`config.mk`:
```
export PLATFORM = sky130hd
export DESIGN_NAME = quad_timer_bank
export DESIGN_NICKNAME = d
export VERILOG_FILES = /design/src/rtl/tmrbank_pkg.sv /design/src/rtl/tmrbank_chan.sv /design/src/rtl/tmrbank_decode.sv /design/src/rtl/quad_timer_bank.sv
export SDC_FILE = /design/constraint.sdc
export NUM_CORES = 1
export LEC_CHECK = 0
export ABC_AREA = 1
export BUFFER_PORTS_ARGS = -buffer_cell sky130_fd_sc_hd__buf_2
export CORE_UTILIZATION = 50
export CTS_CLUSTER_SIZE = 20
export DETAILED_ROUTE_END_ITERATION = 10
export PLACE_DENSITY = 0.69
export SYNTH_ARGS = -nofsm -noshare
export SYNTH_HDL_FRONTEND = slang
export SYNTH_SLANG_ARGS = --single-unit
```
`constraint.sdc`:
```
create_clock -name clk -period 1.5 [get_ports clk]
set_input_delay 0.15 -clock clk [delete_from_list [all_inputs] [get_ports clk]]
set_output_delay 0.15 -clock clk [all_outputs]
set_load 0.05 [all_outputs]
```
`src/rtl/tmrbank_pkg.sv`:
```
package tmrbank_pkg;

    typedef enum logic [1:0] {
        ACT_HOLD   = 2'd0,
        ACT_LOAD   = 2'd1,
        ACT_DEC    = 2'd2,
        ACT_RELOAD = 2'd3
    } chan_act_e;

    // A bus write takes priority over a count in the same cycle.
    function automatic chan_act_e pick_action(input logic wr_hit,
                                              input logic en,
                                              input logic at_zero);
        if (wr_hit)
            return ACT_LOAD;
        else if (en && at_zero)
            return ACT_RELOAD;
        else if (en)
            return ACT_DEC;
        else
            return ACT_HOLD;
    endfunction

endpackage

```
`src/rtl/tmrbank_chan.sv`:
```
module tmrbank_chan #(
    parameter int              W       = 8,
    parameter logic [W-1:0]    RST_VAL = '1
) (
    input  logic         clk,
    input  logic         rst_n,
    input  logic         wr_hit,
    input  logic [W-1:0] wdata,
    input  logic         cnt_en,
    output logic [W-1:0] cnt_o,
    output logic         ovf_o
);
    import tmrbank_pkg::*;

    localparam logic [W-1:0] ZERO = '0;
    localparam logic [W-1:0] ONE  = W'(1);

    typedef struct packed {
        logic [W-1:0] lat;
        logic [W-1:0] cnt;
        logic         ovf;
    } chan_t;

    chan_t     s_d, s_q;
    chan_act_e act_d;

    always_comb begin
        s_d     = s_q;
        s_d.ovf = 1'b0;
        act_d   = pick_action(wr_hit, cnt_en, s_q.cnt == ZERO);
        unique case (act_d)
            ACT_LOAD: begin
                s_d.lat = wdata;
                s_d.cnt = wdata;
            end
            ACT_RELOAD: begin
                s_d.cnt = s_q.lat;
                s_d.ovf = 1'b1;
            end
            ACT_DEC: begin
                s_d.cnt = s_q.cnt - ONE;
            end
            default: ;
        endcase
    end

    always_ff @(posedge clk) begin
        if (!rst_n) begin
            s_q.lat <= RST_VAL;
            s_q.cnt <= RST_VAL;
            s_q.ovf <= 1'b0;
        end else begin
            s_q <= s_d;
        end
    end

    assign cnt_o = s_q.cnt;
    assign ovf_o = s_q.ovf;

    a_r7_write_wins: assert property (@(posedge clk) disable iff (!rst_n)
        wr_hit |=> (cnt_o == $past(wdata)) && !ovf_o);

    a_r4_step_down: assert property (@(posedge clk) disable iff (!rst_n)
        (!wr_hit && cnt_en && cnt_o != ZERO) |=> (cnt_o == $past(cnt_o) - ONE) && !ovf_o);

    a_r4_hold: assert property (@(posedge clk) disable iff (!rst_n)
        (!wr_hit && !cnt_en) |=> $stable(cnt_o) && !ovf_o);

    a_r5_reload: assert property (@(posedge clk) disable iff (!rst_n)
        (!wr_hit && cnt_en && cnt_o == ZERO) |=> ovf_o && (cnt_o == s_q.lat));

    a_r6_latch_kept: assert property (@(posedge clk) disable iff (!rst_n)
        !wr_hit |=> $stable(s_q.lat));

endmodule

```
`src/rtl/tmrbank_decode.sv`:
```
module tmrbank_decode #(
    parameter int N  = 4,
    parameter int W  = 8,
    parameter int AW = $clog2(N)
) (
    input  logic                clk,
    input  logic                rst_n,
    input  logic                sel,
    input  logic [AW-1:0]       addr,
    input  logic                wr,
    input  logic                rd,
    input  logic [N-1:0][W-1:0] cnt_vec,
    output logic [N-1:0]        wr_vec,
    output logic [W-1:0]        rdata
);
    logic access_wr;
    logic access_rd;

    assign access_wr = sel && wr;
    assign access_rd = sel && rd;

    for (genvar gi = 0; gi < N; gi++) begin : g_wr
        assign wr_vec[gi] = access_wr && (addr == AW'(gi));
    end

    always_comb begin
        rdata = '0;
        if (access_rd) begin
            for (int i = 0; i < N; i++) begin
                if (addr == AW'(i))
                    rdata = cnt_vec[i];
            end
        end
    end

    a_r9_one_target: assert property (@(posedge clk) disable iff (!rst_n)
        $onehot0(wr_vec));

    a_r9_no_sel_no_write: assert property (@(posedge clk) disable iff (!rst_n)
        !sel |-> (wr_vec == '0));

    a_r3_idle_zero: assert property (@(posedge clk) disable iff (!rst_n)
        !(sel && rd) |-> (rdata == '0));

endmodule

```
`src/rtl/quad_timer_bank.sv`:
```
module quad_timer_bank #(
    parameter int N  = 4,
    parameter int W  = 8,
    parameter int AW = $clog2(N)
) (
    input  logic          clk,
    input  logic          rst_n,
    input  logic          bus_sel,
    input  logic [AW-1:0] bus_addr,
    input  logic          bus_wr,
    input  logic          bus_rd,
    input  logic [W-1:0]  bus_wdata,
    output logic [W-1:0]  bus_rdata,
    input  logic [N-1:0]  cnt_en,
    output logic [N-1:0]  ovf
);
    localparam logic [W-1:0] RST_VAL = '1;

    logic [N-1:0][W-1:0] cnt_vec;
    logic [N-1:0]        wr_vec;

    tmrbank_decode #(.N(N), .W(W), .AW(AW)) u_decode (
        .clk     (clk),
        .rst_n   (rst_n),
        .sel     (bus_sel),
        .addr    (bus_addr),
        .wr      (bus_wr),
        .rd      (bus_rd),
        .cnt_vec (cnt_vec),
        .wr_vec  (wr_vec),
        .rdata   (bus_rdata)
    );

    for (genvar gi = 0; gi < N; gi++) begin : g_chan
        tmrbank_chan #(.W(W), .RST_VAL(RST_VAL)) u_chan (
            .clk    (clk),
            .rst_n  (rst_n),
            .wr_hit (wr_vec[gi]),
            .wdata  (bus_wdata),
            .cnt_en (cnt_en[gi]),
            .cnt_o  (cnt_vec[gi]),
            .ovf_o  (ovf[gi])
        );
    end

    a_r1_no_ovf_after_reset: assert property (@(posedge clk)
        !rst_n |=> (ovf == '0));

    a_r1_reset_count: assert property (@(posedge clk)
        !rst_n |=> !(bus_sel && bus_rd) || (bus_rdata == RST_VAL));

endmodule

```
==> results of run 1 <==
-- routing by layer --
layer,wire length (um),vias to the layer above,track usage,share of wire
met2,5140,158,0.475,0.47
met4,300,0,0.117,0.027
met3,824,24,0.0606,0.075
li1,-,1928,-,-
met5,0,-,0,0
met1,4780,1764,0.391,0.43
-- worst max path at each step --
| stage | cells past startpoint | from | end | slack, ns |
|---|---|---|---|---|
| 6_report | 5 | g_chan[0].u_chan.cnt_o[1]$_SDFFE_PN1P_ | bus_rdata[1] | -0.04 |
| 2_1_floorplan | 10 | g_chan[1].u_chan.cnt_o[0]$_SDFFE_PN1P_ | g_chan[1].u_chan.cnt_o[5]$_SDFFE_PN1P_ | 0.13 |
| 3_3_place_gp | 5 | g_chan[1].u_chan.cnt_o[3]$_SDFFE_PN1P_ | bus_rdata[3] | 0.02 |
| 4_1_cts | 6 | g_chan[1].u_chan.cnt_o[0]$_SDFFE_PN1P_ | bus_rdata[0] | -0.07 |
| 5_1_grt | 6 | g_chan[1].u_chan.cnt_o[0]$_SDFFE_PN1P_ | bus_rdata[0] | -0.09 |
| 3_5_place_dp | 7 | bus_addr[1] | bus_rdata[1] | 0.01 |
-- stage by stage --
step / power (W) / hold slack (ns) / cell area (um2) / util / setup TNS [ns]
final: 0.00443 / 0.0458 / 4850 / 0.669 / -0.165
after detailed placement: 0.00276 / 0.406 / 4210 / 0.580 / 0
after CTS: 0.00435 / 0.0365 / 4630 / 0.638 / -0.231
after floorplan: 0.00249 / 0.279 / 3760 / - / 0
after global placement: 0.00275 / 0.400 / 4210 / 0.580 / 0
after global routing: 0.00461 / 0.0526 / 4850 / 0.669 / -0.703
-- where the power goes --
group | leakage, nW | switching (W) | internal (W)
Sequential | 0.556 | 0.0000900 | 0.00191
Combinational | 1.73 | 0.000542 | 0.000362
Clock | 0.0966 | 0.000713 | 0.000812
Total | 2.38 | 0.00134 | 0.00309
-- state kept, by name, summed over array words and instances, names as in the netlist --
register	count
g_chan.u_chan.s_q	32
g_chan.u_chan.ovf_o	4
g_chan.u_chan.cnt_o	32
-- repair_timing --
item                       4_1_cts  5_1_grt
pin swaps                       11       35
setup endpoints to repair        8       37
hold buffers                     0        0
resized for setup               64       62
buffers inserted                11        4
-- synth_stat cells, drive strengths merged --
master | count | area (um2)
nand4 | 16 | 100
o221ai | 6 | 52.6
a22oi | 1 | 7.51
xnor2 | 4 | 35.0
nor2 | 49 | 248
buf | 8 | 65.1
a21oi | 31 | 155
nand3b | 1 | 7.51
o211ai | 12 | 90.1
o21bai | 10 | 75.1
dfxtp | 68 | 1360
clkbuf | 5 | 18.8
o21ai | 44 | 220
nor3 | 4 | 25.0
o22ai | 1 | 6.26
a21o | 3 | 22.5
nand3 | 46 | 235
ha | 7 | 87.6
nand2 | 130 | 523
inv | 87 | 329
or2 | 3 | 18.8
xor2 | 6 | 52.6
-- cells by family (layout without fill, tap and decap cells) --
logic type,after synthesis,after routing,share of synthesized area
fa+ha+maj,7,7,0.0234
buf+inv,100,178,0.111
xor+xnor,10,10,0.0234
flops,68,68,0.364
compound gates,108,108,0.168
simple gates,249,249,0.310
-- final cells by class --
type / instances / area share
multi-input cells: 374 / 0.458
well taps: 99 / 0.0255
repair buffers: 76 / 0.121
flip-flops and latches: 68 / 0.286
inverters: 87 / 0.0702
clock buffers: 12 / 0.0299
clock inverters: 3 / 0.00980
-- worst reg2reg max path, cell delays in order (launching register included) --
cell     delay (ns)
dfxtp_2        0.33
inv_2          0.07
buf_6          0.10
ha_4           0.11
inv_2          0.04
nor2_4         0.09
nand2_2        0.06
nor2_4         0.19
nor2_4         0.10
nand2_1        0.07
nand3_1        0.06
nor2_1         0.08
nand2_1        0.06
==> flow_summary_export.csv, run 1 <==
group,metric,value,unit
layout,fill_cells,655,
critical_path,r2r_cells,12,
floorplan,rows,31,
yosys,synth-seq-cells,68,
layout,regArea,0.00139,mm2
sta,worstMarginPinSlew,0.479,ns
critical_path,end_kind,"output port",
floorplan,die_w,88.4,um
yosys,synth.net_count,568,
status,status,"finished with violations",
placed_design,portBuffers,30,
clock_tree,cts_root_buffer,"clkbuf_8",
placed_design,place_ws,0.0143,ns
placed_design,dp_hpwl,7.71,mm
drt,routed_wl,11.0,mm
power,powerDensity,913,mW/mm2
sta,max_clock_freq,0.649,GHz
floorplan,design.die.area,0.00782,mm2
critical_path,reg2reg_setup_slack,0.02,ns
clock_tree,cts.sinks,68,
status,violations,"negative setup slack",
layout,diodes,0,
critical_path,cp_data_required_time,1.35,ns
clock_tree,cts_made_buffers,9,
critical_path,r2r_end,"g_chan[1].u_chan.cnt_o[0]$_SDFFE_PN1P_",
floorplan,start_util,0.515,
critical_path,path_buf_inv,2,
drt,drt_iter0_drc,276,
sta,min_period,1.54,ns
critical_path,r2r-start,"g_chan[1].u_chan.cnt_o[0]$_SDFFE_PN1P_",
sta,drv_slew,0,
critical_path,crit_family,"compound AO/OA/AOI/OAI gates",
hold_path,hold_depth,3,
global_routing,grt_pass1_vias,3428,
hold_path,min_from,"bus_wdata[3]",
layout,final_cell_mix,"nand2_1 (117), inv_1 (62), dfxtp_1 (52)",
global_routing,grt-ovfl-total,0,
drt,antenna_left,0,
floorplan,ios,31,
yosys,synthCells,542,
global_routing,antenna_found_initial,0,
yosys,syn_area,0.00374,mm2
sta,fin_ws,-0.0401,ns
layout,drive_above_1_share,0.319,
placed_design,place.gp.congestion,0.865,
placed_design,dp_cells,690,
critical_path,cp.arrival,1.39,ns
yosys,post_synth.cell_area_avg,6.89,um2
drt,drc_errors,0,
sta,timing.final.crit_share,1.03,
floorplan,coreArea,0.00725,mm2
critical_path,critPathMaxFanout,4,
clock_tree,path_clk_slew,0.07,ns
yosys,yosys_warnings,0,
sta,maxSlewHeadroom,0.680,
layout,multiInputGateArea,0.00222,mm2
power,peakVddDrop,640,uV
hold_path,whs_endpoint,"g_chan[3].u_chan.s_q[12]$_SDFFE_PN1N_",
job,max-cap-violations,0,
sta,clock_skew,0.00860,ns
global_routing,grt_pass1_wl,17.1,mm
layout,final_common_cell,"nand2_1",
global_routing,grtUsageTotal,0.296,
critical_path,worstPathCellList,"inv_2, o221ai_2, o21ai_2, a21oi_2, buf_6",
layout,nNetsFinal,642,
yosys,seq_area_frac_synth,0.364,
global_routing,grt_max_degree,40,
critical_path,cpMaxStageDelayCell,"dfxtp_2",
floorplan,die_y,88.4,um
layout,area_delta_synth_final,29.8,%
clock_tree,clock_latency,0.35,ns
critical_path,startpoint_type,"flip-flop",
hold_path,holdCritPathClass,"input port to flip-flop",
clock_tree,htreeDepth,3,
yosys,ys_types,34,
layout,final_cells,719,
sta,finalHoldViolations,0,
drt,dr.pass1.iters,5,
critical_path,crit_type,"flip-flop to output port",
clock_tree,clk_path_buf_depth,2,
drt,drt-vias-per-instance,5.39,
drt,vias,3874,
sta,rsz0062_at_grt,"yes",
power,leakagePower,2.38,nW
drt,routedWlPerCell,15.4,um
critical_path,slowest_delay,0.34,ns
clock_tree,cts_tree,"yes",
sta,setup_viol,6,
No activity file was read; power rests on OpenSTA's default activity.
==> run 2: changes to the inputs <==
CORE_ASPECT_RATIO = 0.8   (was unset)
MAX_ROUTING_LAYER = met4   (was unset)
==> flow_summary_export.csv, run 2 (synthesis results as in run 1) <==
group,metric,value,unit
status,status,"finished with violations",
status,violations,"negative setup slack",
placed_design,place.gp.congestion,0.931,
critical_path,path_buf_inv,3,
floorplan,ios,31,
sta,clock_skew,0.00438,ns
floorplan,rows,27,
critical_path,reg2reg_setup_slack,0.04,ns
sta,maxSlewHeadroom,0.704,
floorplan,coreArea,0.00706,mm2
layout,final_cells,714,
power,powerDensity,923,mW/mm2
clock_tree,clock_latency,0.36,ns
layout,nNetsFinal,647,
sta,setup_viol,8,
drt,routed_wl,11.4,mm
critical_path,startpoint_type,"flip-flop",
global_routing,grt_pass1_vias,3679,
layout,fill_cells,612,
clock_tree,cts_root_buffer,"clkbuf_8",
layout,final_cell_mix,"nand2_1 (116), inv_1 (63), dfxtp_1 (49)",
critical_path,cp.arrival,1.45,ns
layout,multiInputGateArea,0.00221,mm2
job,max-cap-violations,0,
drt,antenna_left,0,
critical_path,cpMaxStageDelayCell,"dfxtp_2",
placed_design,portBuffers,30,
clock_tree,path_clk_slew,0.07,ns
critical_path,crit_type,"flip-flop to output port",
power,p_total,0.00449,W
drt,dr.pass1.iters,5,
clock_tree,cts_hold_buffers,0,
floorplan,design.die.area,0.00782,mm2
power,peakVddDrop,681,uV
sta,worstMarginPinSlew,0.444,ns
floorplan,die_w,98.6,um
floorplan,die_y,79.3,um
hold_path,holdCritPathClass,"input port to flip-flop",
critical_path,cp_data_required_time,1.35,ns
drt,drc_errors,0,
critical_path,cp_common_cell,"buf_6",
sta,tns,-0.359,ns
critical_path,worstPathCellList,"inv_2, buf_6, o221ai_4, o21ai_2, a21oi_2, buf_6",
sta,min_period,1.60,ns
critical_path,end_kind,"output port",
power,leakagePower,2.39,nW
sta,drv_slew,0,
sta,rsz0062_at_grt,"yes",
critical_path,crit_family,"compound AO/OA/AOI/OAI gates",
drt,routedWlPerCell,16.0,um
layout,final_common_cell,"nand2_1",
clock_tree,cts_made_buffers,9,
clock_tree,clk_path_buf_depth,2,
sta,fin_ws,-0.0984,ns
sta,max_clock_freq,0.626,GHz
placed_design,dp_hpwl,7.97,mm
global_routing,antenna_found_initial,1,
placed_design,place_area,0.00421,mm2
sta,whs,0.0398,ns
drt,drt-vias-per-instance,5.54,
global_routing,grt_max_degree,40,
sta,timing.final.crit_share,1.07,
floorplan,start_util,0.529,
clock_tree,cts_tree,"yes",
global_routing,grtUsageTotal,0.317,
layout,drive_above_1_share,0.331,
critical_path,critPathMaxFanout,2,
clock_tree,cts.sinks,68,
drt,vias,3953,
layout,regArea,0.00139,mm2
drt,drt_iter0_drc,225,
critical_path,slowest_delay,0.34,ns
global_routing,grt_pass1_wl,18.2,mm
layout,area_delta_synth_final,30.2,%
placed_design,dp_cells,680,
clock_tree,htreeDepth,3,
layout,fin_area,0.00487,mm2
sta,finalHoldViolations,0,
global_routing,grt-ovfl-total,0,
==> run 2: through the flow <==
step	setup slack [ns]	utilization
after detailed placement	0.0114	0.596
after floorplan	0.134	-
final	-0.0984	0.689
after global placement	0.0357	0.596
after CTS	-0.0853	0.659
after global routing	-0.133	0.689
==> run 2: final cells by class <==
class / instances / area share
diodes: 1 / 0.000514
clock buffers: 10 / 0.0283
clock inverters: 6 / 0.0131
inverters: 87 / 0.0694
multi-input cells: 374 / 0.454
flip-flops and latches: 68 / 0.285
well taps: 87 / 0.0224
repair buffers: 81 / 0.127
==> run 2: what timing repair did <==
| item | 4_1_cts | 5_1_grt |
|---|---|---|
| endpoints found under the setup margin | 9 | 41 |
| buffers inserted | 13 | 5 |
| gates resized for setup | 65 | 56 |
| pin swaps | 12 | 32 |
==> run 2: final timing paths <==
| path | startpoint | end | cells after the start |
|---|---|---|---|
| min reg2reg | g_chan[3].u_chan.s_q[13]$_SDFFE_PN1N_ | g_chan[3].u_chan.s_q[13]$_SDFFE_PN1N_ | 2 |
| max | g_chan[1].u_chan.cnt_o[0]$_SDFFE_PN1P_ | bus_rdata[0] | 6 |
| min | bus_wdata[5] | g_chan[1].u_chan.s_q[14]$_SDFFE_PN1N_ | 3 |
| max reg2reg | g_chan[1].u_chan.cnt_o[0]$_SDFFE_PN1P_ | g_chan[1].u_chan.cnt_o[5]$_SDFFE_PN1P_ | 8 |
==> run 2: power by group <==
group | leakage [nW] | switching (W) | internal (W) | total (W)
Clock | 0.0983 | 0.000753 | 0.000809 | 0.00156
Sequential | 0.555 | 0.000102 | 0.00192 | 0.00202
Combinational | 1.74 | 0.000542 | 0.000367 | 0.000909
==> run 2: per-layer routing <==
layer / share of wire / vias to the layer above / GRT usage
met5: 0 / - / -
met4: 0.022 / 0 / 0.110
met3: 0.074 / 28 / 0.0854
met2: 0.46 / 146 / 0.487
met1: 0.44 / 1843 / 0.403
li1: - / 1936 / -
==> run 2: worst min-delay path, delay by kind of cell <==
family / cells / cell delay, ns
simple gates: 2 / 0.14
buf+inv: 1 / 0.09
==> run 3: changes to the inputs <==
CORE_MARGIN = 3   (was unset)
clock period = 1.8 ns   (was 1.5 ns; I/O delays follow)
==> flow_summary_export.csv, run 3 (synthesis results as in run 1) <==
group,metric,value,unit
status,status,"complete, no violations",
clock_tree,cts_tree,"yes",
power,p_int,0.00249,W
layout,diodes,0,
layout,fill_cells,683,
hold_path,holdCritPathClass,"input port to flip-flop",
power,pwr-share-clk,0.369,
critical_path,reg2reg_setup_slack,0.24,ns
drt,routed_wl,10.4,mm
sta,finalHoldViolations,0,
floorplan,design.die.area,0.00855,mm2
critical_path,r2r_cells,8,
critical_path,r2r_end,"g_chan[2].u_chan.cnt_o[5]$_SDFFE_PN1P_",
critical_path,cp.arrival,1.62,ns
sta,setup_viol,0,
floorplan,die_y,83.3,um
placed_design,dp_hpwl,7.63,mm
global_routing,grtUsageTotal,0.265,
layout,fin_area,0.00420,mm2
power,powerDensity,846,mW/mm2
sta,maxSlewHeadroom,0.610,
drt,drt_iter0_drc,248,
global_routing,grt_pass1_vias,3475,
floorplan,coreArea,0.00706,mm2
layout,final_common_cell,"nand2_1",
layout,final_core_util,0.595,
hold_path,whs_endpoint,"g_chan[3].u_chan.s_q[11]$_SDFFE_PN1N_",
clock_tree,cts_hold_buffers,0,
clock_tree,clock_latency,0.35,ns
power,p_sw,0.00106,W
drt,vias,3717,
placed_design,place_area,0.00393,mm2
clock_tree,cts.sinks,68,
floorplan,ios,31,
global_routing,antenna_found_initial,0,
hold_path,hold_depth,3,
critical_path,r2r-start,"g_chan[2].u_chan.cnt_o[0]$_SDFFE_PN1P_",
global_routing,grt_max_degree,40,
sta,min_period,1.80,ns
sta,worstMarginPinSlew,0.585,ns
critical_path,startpoint_type,"flip-flop",
drt,drc_errors,0,
placed_design,place_ws,0.206,ns
placed_design,portBuffers,30,
layout,area_delta_synth_final,12.5,%
drt,dr.pass1.iters,7,
layout,drive_above_1_share,0.157,
critical_path,critPathMaxFanout,5,
power,leakagePower,2.14,nW
job,max-cap-violations,0,
layout,regArea,0.00137,mm2
clock_tree,clk_path_buf_depth,2,
layout,multiInputGateArea,0.00199,mm2
power,p_sw_frac,0.298,
global_routing,grt-ovfl-total,0,
sta,drv_slew,0,
clock_tree,cts_made_buffers,9,
sta,timing.final.crit_share,0.999,
clock_tree,htreeDepth,3,
sta,rsz0062_at_grt,"yes",
floorplan,rows,27,
power,peakVddDrop,495,uV
floorplan,start_util,0.529,
global_routing,grt_pass1_wl,17.3,mm
sta,max_clock_freq,0.556,GHz
hold_path,min_from,"bus_wdata[2]",
layout,nNetsFinal,599,
power,comb_power_share,0.159,
placed_design,place.gp.congestion,0.909,
critical_path,cp_data_required_time,1.62,ns
clock_tree,path_clk_slew,0.07,ns
drt,drt-vias-per-instance,5.59,
critical_path,crit_type,"flip-flop to output port",
critical_path,end_kind,"output port",
floorplan,die_w,103,um
clock_tree,cts_root_buffer,"clkbuf_8",
power,p_seq_frac,0.471,
sta,clock_skew,0.00439,ns
drt,antenna_left,0,
sta,fin_ws,0.00195,ns
clock_tree,postCtsSetupRepairBufs,0,
layout,final_cell_mix,"nand2_1 (122), inv_1 (80), dfxtp_1 (63)",
drt,routedWlPerCell,15.6,um
## run 3: cell count changes in the layout (fill, tap and decap cells not counted), sizes merged
cell | previous run | this run
diode | 1 | 0
clkinvlp | 3 | 1
inv | 86 | 87
buf | 81 | 32
clkbuf | 10 | 13
clkinv | 3 | 2
## run 3: area by class of cell
cell class                      instances  share of cell area
Clock buffer                           12              0.0369
Timing Repair Buffer                   33              0.0476
Tap cell                               87              0.0259
Clock inverter                          4              0.0113
Multi-Input combinational cell        374               0.474
Sequential cell                        68               0.326
Inverter                               87              0.0783
## run 3: worst max-delay path by stage
stage	start	to	slack, ns	depth (start not counted)
after floorplan	bus_addr[0]	bus_rdata[0]	0.17	6
after global placement	bus_addr[0]	bus_rdata[0]	0.19	6
after detailed placement	bus_addr[1]	bus_rdata[1]	0.21	7
after CTS	g_chan[1].u_chan.cnt_o[0]$_SDFFE_PN1P_	bus_rdata[0]	0.004	5
after global routing	g_chan[1].u_chan.cnt_o[6]$_SDFFE_PN1P_	bus_rdata[6]	-0.03	7
final	g_chan[0].u_chan.cnt_o[0]$_SDFFE_PN1P_	bus_rdata[0]	0.002	5
## run 3: timing repair
| item | CTS | global route |
|---|---|---|
| resized for setup | 11 | 19 |
| hold endpoints to repair | 0 | 0 |
| endpoints found under the setup margin | 6 | 12 |
| pin swaps | 0 | 5 |
## run 3: routing by layer
metal | global-route usage | part of all wire | vias to the layer above
li1 | - | - | 1826
met1 | 0.385 | 0.47 | 1733
met2 | 0.372 | 0.44 | 143
met3 | 0.0537 | 0.078 | 15
met4 | 0.0691 | 0.017 | 0
met5 | - | 0 | -
## run 3: power by group through the flow
stage               clock network, W  registers (W)  logic (W)
floorplan                          0        0.00168   0.000392
global placement                   0        0.00170   0.000527
detailed placement                 0        0.00170   0.000536
CTS                          0.00133        0.00167   0.000547
global route                 0.00141        0.00169   0.000628
finish                       0.00131        0.00167   0.000567
## run 3: stage by stage
step | total power, W | hold slack (ns) | cells | setup TNS (ns)
floorplan | 0.00207 | 0.309 | 542 | 0
global placement | 0.00223 | 0.434 | 649 | 0
detailed placement | 0.00224 | 0.440 | 649 | 0
CTS | 0.00354 | 0.0789 | 665 | 0
global route | 0.00373 | 0.0860 | 665 | -0.0392
finish | 0.00355 | 0.0848 | 665 | 0
## run 3: critical path, cell delays in order, from the launching register on
cell      delay, ns
dfxtp_1        0.33
inv_1          0.09
o221ai_1       0.22
o21ai_0        0.12
a21oi_1        0.25
buf_4          0.25
